### config.mk
export PLATFORM = sky130hd
export DESIGN_NAME = radix_addsub
export DESIGN_NICKNAME = d
export VERILOG_FILES = /design/src/rtl/radix_addsub_pkg.sv /design/src/rtl/add_bit_cell.sv /design/src/rtl/sub_bit_cell.sv /design/src/rtl/ripple_chain.sv /design/src/rtl/operand_check.sv /design/src/rtl/dec_fixup.sv /design/src/rtl/radix_addsub.sv
export SDC_FILE = /design/constraint.sdc
export NUM_CORES = 1
export LEC_CHECK = 0
export ABC_AREA = 1
export BUFFER_PORTS_ARGS = -buffer_cell sky130_fd_sc_hd__clkbuf_2
export CORE_MARGIN = 3
export CORE_UTILIZATION = 30
export DETAILED_ROUTE_END_ITERATION = 12
export GPL_TIMING_DRIVEN = 0
export SLEW_MARGIN = 30
export SYNTH_ARGS = -nofsm -noshare
export SYNTH_HDL_FRONTEND = slang
export SYNTH_HIERARCHICAL = 1
export SYNTH_SLANG_ARGS = --single-unit
### constraint.sdc
create_clock -name vclk -period 9.45
set_input_delay 1.89 -clock vclk [all_inputs]
set_output_delay 1.89 -clock vclk [all_outputs]
set_load 0.1 [all_outputs]
### src/rtl/radix_addsub_pkg.sv
package radix_addsub_pkg;
  parameter int unsigned DIGIT_W = 4;
  parameter int unsigned DEC_BASE = 10;

  typedef enum logic {
    OP_ADD = 1'b0,
    OP_SUB = 1'b1
  } op_e;

  typedef enum logic {
    RADIX_HEX = 1'b0,
    RADIX_DEC = 1'b1
  } radix_e;
endpackage

### src/rtl/add_bit_cell.sv
module add_bit_cell (
  input  logic x_i,
  input  logic y_i,
  input  logic c_i,
  output logic s_o,
  output logic c_o
);
  assign s_o = x_i ^ y_i ^ c_i;
  assign c_o = (x_i & y_i) | (x_i & c_i) | (y_i & c_i);
endmodule

### src/rtl/sub_bit_cell.sv
module sub_bit_cell (
  input  logic x_i,
  input  logic y_i,
  input  logic b_i,
  output logic d_o,
  output logic b_o
);
  assign d_o = x_i ^ y_i ^ b_i;
  assign b_o = (~x_i & y_i) | (~x_i & b_i) | (y_i & b_i);
endmodule

### src/rtl/ripple_chain.sv
module ripple_chain
  import radix_addsub_pkg::*;
#(
  parameter int unsigned W = DIGIT_W
) (
  input  logic [W-1:0] a_i,
  input  logic [W-1:0] b_i,
  input  logic         ci_i,
  input  op_e          op_i,
  output logic [W-1:0] raw_o,
  output logic         co_o
);
  logic [W:0] chain;
  assign chain[0] = ci_i;

  for (genvar i = 0; i < W; i++) begin : g_bit
    logic s, c, d, bo;
    add_bit_cell u_add (.x_i(a_i[i]), .y_i(b_i[i]), .c_i(chain[i]), .s_o(s), .c_o(c));
    sub_bit_cell u_sub (.x_i(a_i[i]), .y_i(b_i[i]), .b_i(chain[i]), .d_o(d), .b_o(bo));
    assign raw_o[i]   = (op_i == OP_SUB) ? d  : s;
    assign chain[i+1] = (op_i == OP_SUB) ? bo : c;
  end

  assign co_o = chain[W];

  logic [W:0] ref_sum, ref_dif;
  assign ref_sum = {1'b0, a_i} + {1'b0, b_i} + {{W{1'b0}}, ci_i};
  assign ref_dif = {1'b0, a_i} - {1'b0, b_i} - {{W{1'b0}}, ci_i};

  always_comb begin
    if (op_i == OP_ADD)
      assert_chain_add_R1: assert ({co_o, raw_o} == ref_sum)
        else $error("ripple add mismatch");
    if (op_i == OP_SUB)
      assert_chain_sub_R2: assert ({co_o, raw_o} == ref_dif)
        else $error("ripple sub mismatch");
  end
endmodule

### src/rtl/operand_check.sv
module operand_check
  import radix_addsub_pkg::*;
#(
  parameter int unsigned W = DIGIT_W
) (
  input  logic [W-1:0] a_i,
  input  logic [W-1:0] b_i,
  input  radix_e       radix_i,
  output logic         err_o
);
  localparam logic [W-1:0] MaxDigit = W'(DEC_BASE - 1);

  assign err_o = (radix_i == RADIX_DEC) && ((a_i > MaxDigit) || (b_i > MaxDigit));
endmodule

### src/rtl/dec_fixup.sv
module dec_fixup
  import radix_addsub_pkg::*;
#(
  parameter int unsigned W = DIGIT_W
) (
  input  logic [W-1:0] raw_i,
  input  logic         raw_co_i,
  input  op_e          op_i,
  input  radix_e       radix_i,
  input  logic         err_i,
  output logic [W-1:0] res_o,
  output logic         co_o
);
  localparam logic [W-1:0] MaxDigit = W'(DEC_BASE - 1);
  localparam logic [W-1:0] Adj      = W'((1 << W) - DEC_BASE);

  logic need_fix;
  logic [W-1:0] fixed;

  // add: out of digit range or chain carry; sub: any borrow
  assign need_fix = (op_i == OP_ADD) ? (raw_co_i | (raw_i > MaxDigit)) : raw_co_i;
  assign fixed    = (op_i == OP_ADD) ? (raw_i + Adj) : (raw_i - Adj);

  always_comb begin
    if (radix_i == RADIX_DEC) begin
      res_o = need_fix ? fixed : raw_i;
      co_o  = need_fix;
    end else begin
      res_o = raw_i;
      co_o  = raw_co_i;
    end
  end

  always_comb begin
    if (radix_i == RADIX_DEC && !err_i && op_i == OP_ADD)
      assert_dec_add_digit_R3: assert (res_o <= MaxDigit)
        else $error("decimal sum digit out of range");
    if (radix_i == RADIX_DEC && !err_i && op_i == OP_SUB)
      assert_dec_sub_digit_R4: assert (res_o <= MaxDigit)
        else $error("decimal difference digit out of range");
    if (radix_i == RADIX_HEX)
      assert_hex_passthru_R1: assert (res_o == raw_i && co_o == raw_co_i)
        else $error("hex result altered");
  end
endmodule

### src/rtl/radix_addsub.sv
module radix_addsub
  import radix_addsub_pkg::*;
(
  input  logic [3:0] a_i,
  input  logic [3:0] b_i,
  input  logic       cy_i,
  input  logic       op_i,
  input  logic       radix_i,
  output logic [3:0] res_o,
  output logic       cy_o,
  output logic       err_o
);
  localparam int unsigned W = DIGIT_W;

  op_e    op;
  radix_e radix;
  logic [W-1:0] raw;
  logic raw_co;

  assign op    = op_e'(op_i);
  assign radix = radix_e'(radix_i);

  ripple_chain #(.W(W)) u_chain (
    .a_i(a_i), .b_i(b_i), .ci_i(cy_i), .op_i(op), .raw_o(raw), .co_o(raw_co)
  );

  operand_check #(.W(W)) u_check (
    .a_i(a_i), .b_i(b_i), .radix_i(radix), .err_o(err_o)
  );

  dec_fixup #(.W(W)) u_fix (
    .raw_i(raw), .raw_co_i(raw_co), .op_i(op), .radix_i(radix), .err_i(err_o),
    .res_o(res_o), .co_o(cy_o)
  );

  always_comb begin
    if (radix == RADIX_HEX)
      assert_no_hex_err_R5: assert (!err_o) else $error("error flag in hex mode");
  end
endmodule

[Word level (Yosys, flattened, before mapping)]
Index checks and enable logic that the tools add are counted.
Word-level totals
  bits in registers: 0
  output and inout port bits: 6
Cells by class
  $add $sub $neg: 2
  order comparisons: 3
  mux-type cells: 9
  bitwise gates (word level): 49
  reductions and logical operators: 2
Operators by type and width (number)
  1-bit AND: 20
  1-bit OR: 17
  4-bit > comparator, second input constant: 3
  4-bit two-way mux: 3
  1-bit bitwise XOR: 8
  1-bit two-way mux: 6
  4-bit by 3-bit adder with 4-bit output, second input constant: 1
  1-bit NOT: 4
  4-bit by 3-bit subtractor with 4-bit output, second input constant: 1
  1-bit logical AND: 1
  1-bit logical OR: 1

[Depth between registers and ports, before layout]
Gate-level depths: netlist of run 1.
  depth in word-level cells: 21
  depth in mapped cells: 22

[By module]
The synthesis of run 1 kept the hierarchy.
By module, submodules not included
  dec_fixup: instances 1, cells an instance 24, area an instance 135.1 µm²
  sub_bit_cell: instances 4, cells an instance 3, area an instance 27.5 µm²
  ripple_chain: instances 1, cells an instance 26, area an instance 105.1 µm²
  add_bit_cell: instances 4, cells an instance 1, area an instance 20.0 µm²
  operand_check: instances 1, cells an instance 4, area an instance 18.8 µm²

[Worst setup path after synthesis of run 1]
Ideal clock, no wire load.
  path kind: input port to output port
  start point: input port a_i[0]
  end point: output port res_o[2]
  data arrival time: 6.620 ns
  required time: 7.560 ns
  path slack: 0.940 ns
  stages: 19
  buffers on the path: 0
  path through: inv_1 -> fa_1 -> nand2_1 -> nand2_1 -> fa_1 -> nand2_1 -> nand2_1 -> fa_1 -> nand2_1 -> nand2_1 -> fa_1 -> inv_1 -> nand2_1 -> nand2_1 -> inv_1 -> nor2_2 -> nand3_2 -> nand2_2 -> o21ai_0
Between the ends
  elaborated cells on any way between the ends: 47
RTL lines
  from (decl): line radix_addsub.sv:4  | input logic [3:0] a_i,
  1-bit NOT (*): line sub_bit_cell.sv:9  | assign b_o = (~x_i & y_i) | (~x_i & b_i) | (y_i & b_i);
  1-bit AND: line sub_bit_cell.sv:9
  1-bit OR (*) (2 in a row): line sub_bit_cell.sv:9
  via u_chain.g_bit[0].bo: line ripple_chain.sv:17  | logic s, c, d, bo;
  1-bit two-way mux (*): line ripple_chain.sv:21  | assign chain[i+1] = (op_i == OP_SUB) ? bo : c;
  via u_chain.chain[1]: line ripple_chain.sv:13  | logic [W:0] chain;
  1-bit AND: line sub_bit_cell.sv:9
  1-bit OR: line sub_bit_cell.sv:9
  (+1 left out)
  via u_chain.g_bit[1].bo: line ripple_chain.sv:17
  (+1 left out)
  via u_chain.chain[2]: line ripple_chain.sv:13
  (+3 left out)
  via u_chain.g_bit[2].bo: line ripple_chain.sv:17
  (+1 left out)
  via u_chain.chain[3]: line ripple_chain.sv:13
  1-bit bitwise XOR (*): line sub_bit_cell.sv:8  | assign d_o = x_i ^ y_i ^ b_i;
  via u_chain.g_bit[3].d: line ripple_chain.sv:17
  4-bit > comparator (*): line dec_fixup.sv:21  | assign need_fix = (op_i == OP_ADD) ? (raw_co_i | (raw_i > MaxDigit)) : raw_co_i;
  1-bit OR (*): line dec_fixup.sv:21
  1-bit two-way mux (*): line dec_fixup.sv:21
  4-bit two-way mux (*): line dec_fixup.sv:26  | res_o = need_fix ? fixed : raw_i;
  4-bit two-way mux (*): line dec_fixup.sv:25  | if (radix_i == RADIX_DEC) begin
  to (decl): line radix_addsub.sv:9  | output logic [3:0] res_o,
Mark *: on every way through the listed nets, which the timed path passes. The rest lies on a longest branch.

[Final worst setup path of run 1]
  start point: input port a_i[0]
  end point: output port res_o[1]
The elaborated chain is that of the path after synthesis.

==> results.json, run 1 <==
{
  "grt_max_degree": 10,
  "post_cts_resized": 0,
  "drive_gt1_frac": 0.264,
  "synthMuxAreaShare": 0,
  "finalMaxSlewViolations": 0,
  "wire_per_inst_um": 8.90,
  "grt_pass1_wl_mm": 1.80,
  "regArea_um2": 0,
  "endpoint_kind": "output port",
  "worstSetupPathType": "in -> out",
  "grt_overflow": 0,
  "via_per_inst": 4.33,
  "tightest_slew_ns": 0.544,
  "synthXorXnorAreaFrac": 0.0390,
  "fp.dieH_um": 44.7,
  "n_clock_buffer": 0,
  "grt_pass1_vias": 427,
  "cp.arrival_ns": 5.44,
  "syn_inst": 70,
  "seq_area_frac_synth": 0,
  "design.core.area_um2": 1350,
  "yosysTopAreaCell": "fa_1",
  "drcViolationCount": 0,
  "cpMaxStageDelayCell": "fa_1",
  "antenna_found_initial": 0,
  "hold_class": "in -> out",
  "placed_area_um2": 553,
  "fin_nets": 109,
  "min_period_over_period": 0.776,
  "drtIter0Drc": 2,
  "hold_violations": 0,
  "num_antenna_cells": 0,
  "syn_avg_cell_area_um2": 6.42,
  "relSlewSlack": 0.639,
  "syn_area_um2": 449,
  "synth_top_area_share": 0.401,
  "path_cells": "clkbuf_2, inv_1, fa_1, nand2_1, nand2_1, fa_1, nand2_1, nand2_1, fa_1, nand2_1, nand2_1, fa_1, inv_1, nand2_1, nand2_1, inv_1, nor2_2, nand3_2, nand2_2, xor2_1, clkbuf_2",
  "ir_drop_mv": 0.0656,
  "syn_to_final_growth_pct": 23.1,
  "drt_first_pass_iters": 2,
  "start_util": 0.333,
  "synth_compound_area_frac": 0.0446,
  "grt_usage": 0.113,
  "portBuffers": 17,
  "fmax_mhz": 136,
  "p_leak_nw": 0.350,
  "start_kind": "input pin",
  "fin_crit_ns": 7.33,
  "dp_hpwl_um": 802,
  "seq_cells": 0,
  "drt-total-wl_um": 908,
  "synth_fa_ha_area_frac": 0.401,
  "netlist_top_cells_count": "nand2_1, inv_1, fa_1",
  "ys_warn_count": 6,
  "power_mw": 0.0813,
  "gp_congestion": 0.769,
  "crit_path_max_incr_delay_ns": 0.48,
  "synth_top_family_by_area": "adder cells",
  "final_area_um2": 553,
  "pin_count": 17,
  "setup_viol": 0,
  "p_per_area_nw_per_um2": 147,
  "postCtsSetupRepairBufs": 0,
  "ctsHoldBuffers": 0,
  "antenna_left": 0,
  "rows": 13,
  "synth_nets": 90,
  "fin_setup_tns_ns": 0,
  "yosys.area_share.simple": 0.340,
  "dieArea_um2": 2000,
  "synth_most_common_cell": "nand2_1",
  "ys_types": 14,
  "die_x_um": 44.7,
  "crit_top_cell": "nand2_1",
  "vias": 442,
  "fin_util": 0.410,
  "worstPathRequired_ns": 7.56,
  "synthTopCellsByArea": "fa_1, nand2_1, inv_1",
  "rsz0062_at_grt": "no",
  "path_max_fanout": 4,
  "outcome": "finished, final reports clean",
  "drv_cap": 0
}
[area by class of cell]
cell class | count | area, um2
tap | 15 | 18.8
timing repair buffer | 17 | 85.1
multi-input combinational | 52 | 370
buffer | 2 | 18.8
inverter | 16 | 60.1
fill | 149 | 797
[power by group]
| part | switching, mW | internal, mW | total, mW | leakage (nW) |
|---|---|---|---|---|
| clock network | 0 | 0 | 0 | 0 |
| logic | 0.0639 | 0.0174 | 0.0813 | 0.350 |
| registers | 0 | 0 | 0 | 0 |
| total | 0.0639 | 0.0174 | 0.0813 | 0.350 |
[cell usage in the layout, fill, tap and decap left out]
cell and n:
nand2_2 1, buf_6 1, inv_1 15, buf_4 1, nand3_1 2, o21ai_0 2
a21oi_1 1, nor2_2 1, xor2_1 2, nand3_2 1, inv_2 1, fa_1 9
clkbuf_2 17, nand2_1 32, o21ai_1 1
[layer usage]
layer | part of all wire | vias to the layer above | GRT usage
met4 | 0 | 0 | 0
met2 | 0.48 | 8 | 0.189
met1 | 0.47 | 199 | 0.175
met5 | 0 | - | 0
li1 | - | 235 | -
met3 | 0.052 | 0 | 0
[critical path: cells and delay by family]
| kind | cells | cell delay [ns] |
|---|---|---|
| buf+inv | 5 | 0.75 |
| xor+xnor | 1 | 0.15 |
| fa+ha+maj | 4 | 1.72 |
| simple gates | 11 | 0.95 |
[stage by stage]
step	worst slack, ns	instances	hold slack (ns)
floorplan	0.940	70	4.16
global placement	2.16	102	4.37
detailed placement	2.10	102	4.36
CTS	2.10	102	4.37
global route	1.80	102	4.40
finish	2.12	102	4.36
[logic make-up after synthesis]
| logic type | Yosys count |
|---|---|
| AO/OA/AOI/OAI | 4 |
| XOR/XNOR | 2 |
| AND/OR/NAND/NOR | 37 |
| buffers and inverters | 18 |
| adder cells (fa/ha/maj) | 9 |
[path summary, 6_finish.rpt]
path	depth (start not counted)	slack [ns]	end	from
worst min-delay path	4	4.36	err_o	radix_i
worst max-delay path	21	2.12	res_o[1]	a_i[0]
No activity file was read; power rests on OpenSTA's default activity.
==> inputs of run 2 (changes only) <==
==> constraint.sdc (replaced) <==
create_clock -name vclk -period 5.9
set_input_delay 1.18 -clock vclk [all_inputs]
set_output_delay 1.18 -clock vclk [all_outputs]
set_load 0.1 [all_outputs]
==> results.json, run 2 (same netlist as run 1, synthesis figures left out) <==
{
  "layout_common_cells": "nand2_1, clkbuf_2, inv_1",
  "start_util": 0.333,
  "vias": 456,
  "fmax_mhz": 177,
  "antenna_left": 0,
  "tightest_slew_ns": 0.543,
  "drcViolationCount": 0,
  "drtIter0Drc": 10,
  "grt_overflow": 0,
  "wire_per_inst_um": 8.34,
  "path_max_fanout": 2,
  "grt_usage": 0.0940,
  "die_x_um": 44.7,
  "drt-total-wl_um": 851,
  "worstSetupPathType": "in -> out",
  "hold_violations": 0,
  "gp_congestion": 0.661,
  "pin_count": 17,
  "portBuffers": 17,
  "placed_area_um2": 576,
  "via_per_inst": 4.47,
  "fp.dieH_um": 44.7,
  "fin_nets": 109,
  "relSlewSlack": 0.640,
  "dp_hpwl_um": 769,
  "fin_crit_ns": 5.64,
  "drv_cap": 0,
  "grt_pass1_wl_mm": 1.50,
  "rows": 13,
  "start_kind": "input pin",
  "postCtsSetupRepairBufs": 0,
  "design.core.area_um2": 1350,
  "hold_class": "in -> out",
  "antenna_found_initial": 0,
  "dieArea_um2": 2000,
  "regArea_um2": 0,
  "min_period_over_period": 0.956,
  "fill_cells": 149,
  "mostFrequentLayoutCell": "nand2_1",
  "endpoint_kind": "output port",
  "p_leak_nw": 0.364,
  "fin_ws_ns": 0.259,
  "grt_pass1_vias": 366,
  "cp.arrival_ns": 4.46,
  "outcome": "finished, final reports clean",
  "p_per_area_nw_per_um2": 246,
  "syn_to_final_growth_pct": 38.2,
  "final_area_um2": 621,
  "hold_start": "radix_i",
  "seq_cells": 0,
  "drive_gt1_frac": 0.333,
  "finalMaxSlewViolations": 0,
  "num_antenna_cells": 0,
  "n_clock_buffer": 0,
  "startpoint": "a_i[0]",
  "grt_max_degree": 10,
  "drt_first_pass_iters": 3,
  "ir_drop_mv": 0.127,
  "pre_cts_slack_ns": -0.0466,
  "setup_viol": 0,
  "ctsHoldBuffers": 0,
  "power_mw": 0.153,
  "worstPathRequired_ns": 4.72
}
-- run 2: changes by cell type in the layout (fill, tap and decap cells not counted), moves of 2 or more --
cell,previous run,this run
clkbuf_2,17,14
nand2_1,32,29
buf_6,1,3
nand2_2,1,3
-- run 2: power by group --
| group | total, mW | internal (mW) | switching, mW |
|---|---|---|---|
| Sequential | 0 | 0 | 0 |
| Clock | 0 | 0 | 0 |
| Combinational | 0.153 | 0.0438 | 0.109 |
-- run 2: path summary, 6_finish.rpt --
kind                  slack (ns)  endpoint  cells after the start
worst max-delay path        0.26      cy_o                     20
worst min-delay path        2.87  res_o[3]                      6
-- run 2: area by class of cell --
cell class | instances | area (um2) | area share
Buffer | 2 | 18.8 | 0.0302
Inverter | 16 | 60.1 | 0.0968
Multi-Input combinational cell | 52 | 410 | 0.661
Tap cell | 15 | 18.8 | 0.0302
Timing Repair Buffer | 17 | 113 | 0.181
-- run 2: layer usage --
metal  part of all wire  routed length (um)  global-route usage
met1               0.42                 360               0.140
met2               0.53                 452               0.163
met3              0.045                  38                   0
met4                  0                   0                   0
met5                  0                   0                   0
-- run 2: stage by stage --
| step | TNS, ns | util | cells | hold WS (ns) |
|---|---|---|---|---|
| 2_1_floorplan | 0 | - | 70 | 2.74 |
| 3_3_place_gp | -0.0136 | 0.426 | 102 | 2.95 |
| 3_5_place_dp | -0.0865 | 0.426 | 102 | 2.94 |
| 4_1_cts | 0 | 0.432 | 102 | 2.95 |
| 5_1_grt | -0.00674 | 0.460 | 102 | 2.95 |
| 6_report | 0 | 0.460 | 102 | 2.87 |
-- run 2: what timing repair did --
item                       in CTS  in global routing
pin swaps                       0                  5
hold endpoints to repair        0                  0
setup endpoints to repair       3                  4
gates resized for setup         3                 14
-- run 2: worst max-delay path, cell delays in order --
cell and delay [ns]:
clkbuf_2 0.10, inv_1 0.05, fa_1 0.38, nand2_1 0.08
nand2_2 0.08, fa_1 0.41, nand2_1 0.09, nand2_2 0.08
fa_1 0.41, nand2_1 0.08, nand2_2 0.08, fa_1 0.47
inv_1 0.06, nand2_1 0.04, nand2_1 0.09, inv_2 0.06
nor2_4 0.11, nand3_2 0.11, nand2_1 0.07, clkbuf_2 0.44
==> inputs of run 3 (changes only) <==
--- a/config.mk
+++ b/config.mk
@@ -11,6 +11,7 @@
 export CORE_UTILIZATION = 30
 export DETAILED_ROUTE_END_ITERATION = 12
 export GPL_TIMING_DRIVEN = 0
+export RECOVER_POWER = 50
 export SLEW_MARGIN = 30
 export SYNTH_ARGS = -nofsm -noshare
 export SYNTH_HDL_FRONTEND = slang
==> results.json, run 3 (same netlist as run 1, synthesis figures left out) <==
{
  "outcome": "finished, final reports clean",
  "fill_cells": 151,
  "antenna_found_initial": 0,
  "worstSetupPathType": "in -> out",
  "antenna_left": 0,
  "tightest_slew_ns": 1.16,
  "mostFrequentLayoutCell": "nand2_1",
  "fmax_mhz": 177,
  "postCtsSetupRepairBufs": 0,
  "dp_hpwl_um": 769,
  "hold_violations": 0,
  "drv_cap": 0,
  "final_area_um2": 618,
  "startpoint": "a_i[0]",
  "endpoint_kind": "output port",
  "finalMaxSlewViolations": 0,
  "fin_nets": 109,
  "drcViolationCount": 0,
  "fin_cells": 102,
  "ir_drop_mv": 0.127,
  "worst-path-buf-inv": 5,
  "gp_congestion": 0.661,
  "wire_per_inst_um": 8.38,
  "drt-total-wl_um": 855,
  "numPlacedInstances": 102,
  "fp.dieH_um": 44.7,
  "grt_pass1_wl_mm": 1.50,
  "regArea_um2": 0,
  "relSlewSlack": 0.227,
  "design.core.area_um2": 1350,
  "vias": 454,
  "hold_class": "in -> out",
  "fin_crit_ns": 5.64,
  "min_period_over_period": 0.956,
  "crit_path_max_incr_delay_ns": 0.47,
  "drt_first_pass_iters": 3,
  "p_leak_nw": 0.357,
  "n_clock_buffer": 0,
  "cp.arrival_ns": 4.46,
  "grt_overflow": 0,
  "grt_pass1_vias": 366,
  "dieArea_um2": 2000,
  "rows": 13,
  "pin_count": 17,
  "layout_common_cells": "nand2_1, inv_1, clkbuf_2",
  "start_kind": "input pin",
  "die_x_um": 44.7,
  "via_per_inst": 4.45,
  "worstSetupEndpoint": "cy_o",
  "cp_top_family": "adder cells",
  "ctsHoldBuffers": 0,
  "p_per_area_nw_per_um2": 246,
  "path_depth": 20,
  "setup_viol": 0,
  "cpMaxStageDelayCell": "fa_1",
  "start_util": 0.333,
  "seq_cells": 0,
  "portBuffers": 17,
  "placed_area_um2": 576,
  "crit_top_cell": "nand2_1",
  "path_cells": "clkbuf_2, inv_1, fa_1, nand2_1, nand2_2, fa_1, nand2_1, nand2_2, fa_1, nand2_1, nand2_2, fa_1, inv_1, nand2_1, nand2_1, inv_2, nor2_4, nand3_2, nand2_1, clkbuf_2",
  "syn_to_final_growth_pct": 37.6,
  "path_max_fanout": 2,
  "drtIter0Drc": 10,
  "drive_gt1_frac": 0.310,
  "fin_util": 0.458,
  "worstPathRequired_ns": 4.72,
  "num_antenna_cells": 0,
  "grt_max_degree": 10,
  "grt_usage": 0.0940
}
[run 3: cell counts in the layout (fill, tap and decap cells not counted)]
Identical to the previous run, type by type.
[run 3: cell type report]
class / count / area [um2] / area share
timing repair buffer: 17 / 110 / 0.178
multi-input combinational: 52 / 410 / 0.664
inverter: 16 / 60.1 / 0.0972
tap: 15 / 18.8 / 0.0304
buffer: 2 / 18.8 / 0.0304
[run 3: worst min path at each step]
stage,slack (ns),from,to,cells past startpoint
6_report,2.87,radix_i,res_o[3],6
5_1_grt,2.95,radix_i,res_o[3],6
4_1_cts,2.95,radix_i,err_o,4
3_5_place_dp,2.94,radix_i,err_o,4
3_3_place_gp,2.95,radix_i,err_o,4
2_1_floorplan,2.74,radix_i,err_o,2
[run 3: repair_timing]
| action | in CTS | in global routing |
|---|---|---|
| pin swaps | 0 | 5 |
| setup endpoints to repair | 3 | 4 |
| resized for setup | 3 | 14 |
[run 3: power breakdown]
| group | total [mW] | switching [mW] | leakage [nW] | internal, mW |
|---|---|---|---|---|
| sequential | 0 | 0 | 0 | 0 |
| clock | 0 | 0 | 0 | 0 |
| combinational | 0.152 | 0.109 | 0.357 | 0.0434 |
| total | 0.152 | 0.109 | 0.357 | 0.0434 |
[run 3: layer usage]
layer,part of all wire,vias up,GRT usage
li1,-,233,-
met1,0.42,211,0.140
met2,0.53,10,0.163
met3,0.051,0,0
met4,0,0,0
met5,0,-,0
[run 3: stage by stage]
step	hold WS (ns)	worst slack (ns)	power, mW	setup TNS (ns)
detailed placement	2.94	-0.0466	0.137	-0.0865
global placement	2.95	-0.0124	0.135	-0.0136
floorplan	2.74	0.0571	0.115	0
CTS	2.95	0.0751	0.140	0
global route	2.95	-0.00674	0.164	-0.00674
finish	2.87	0.259	0.152	0
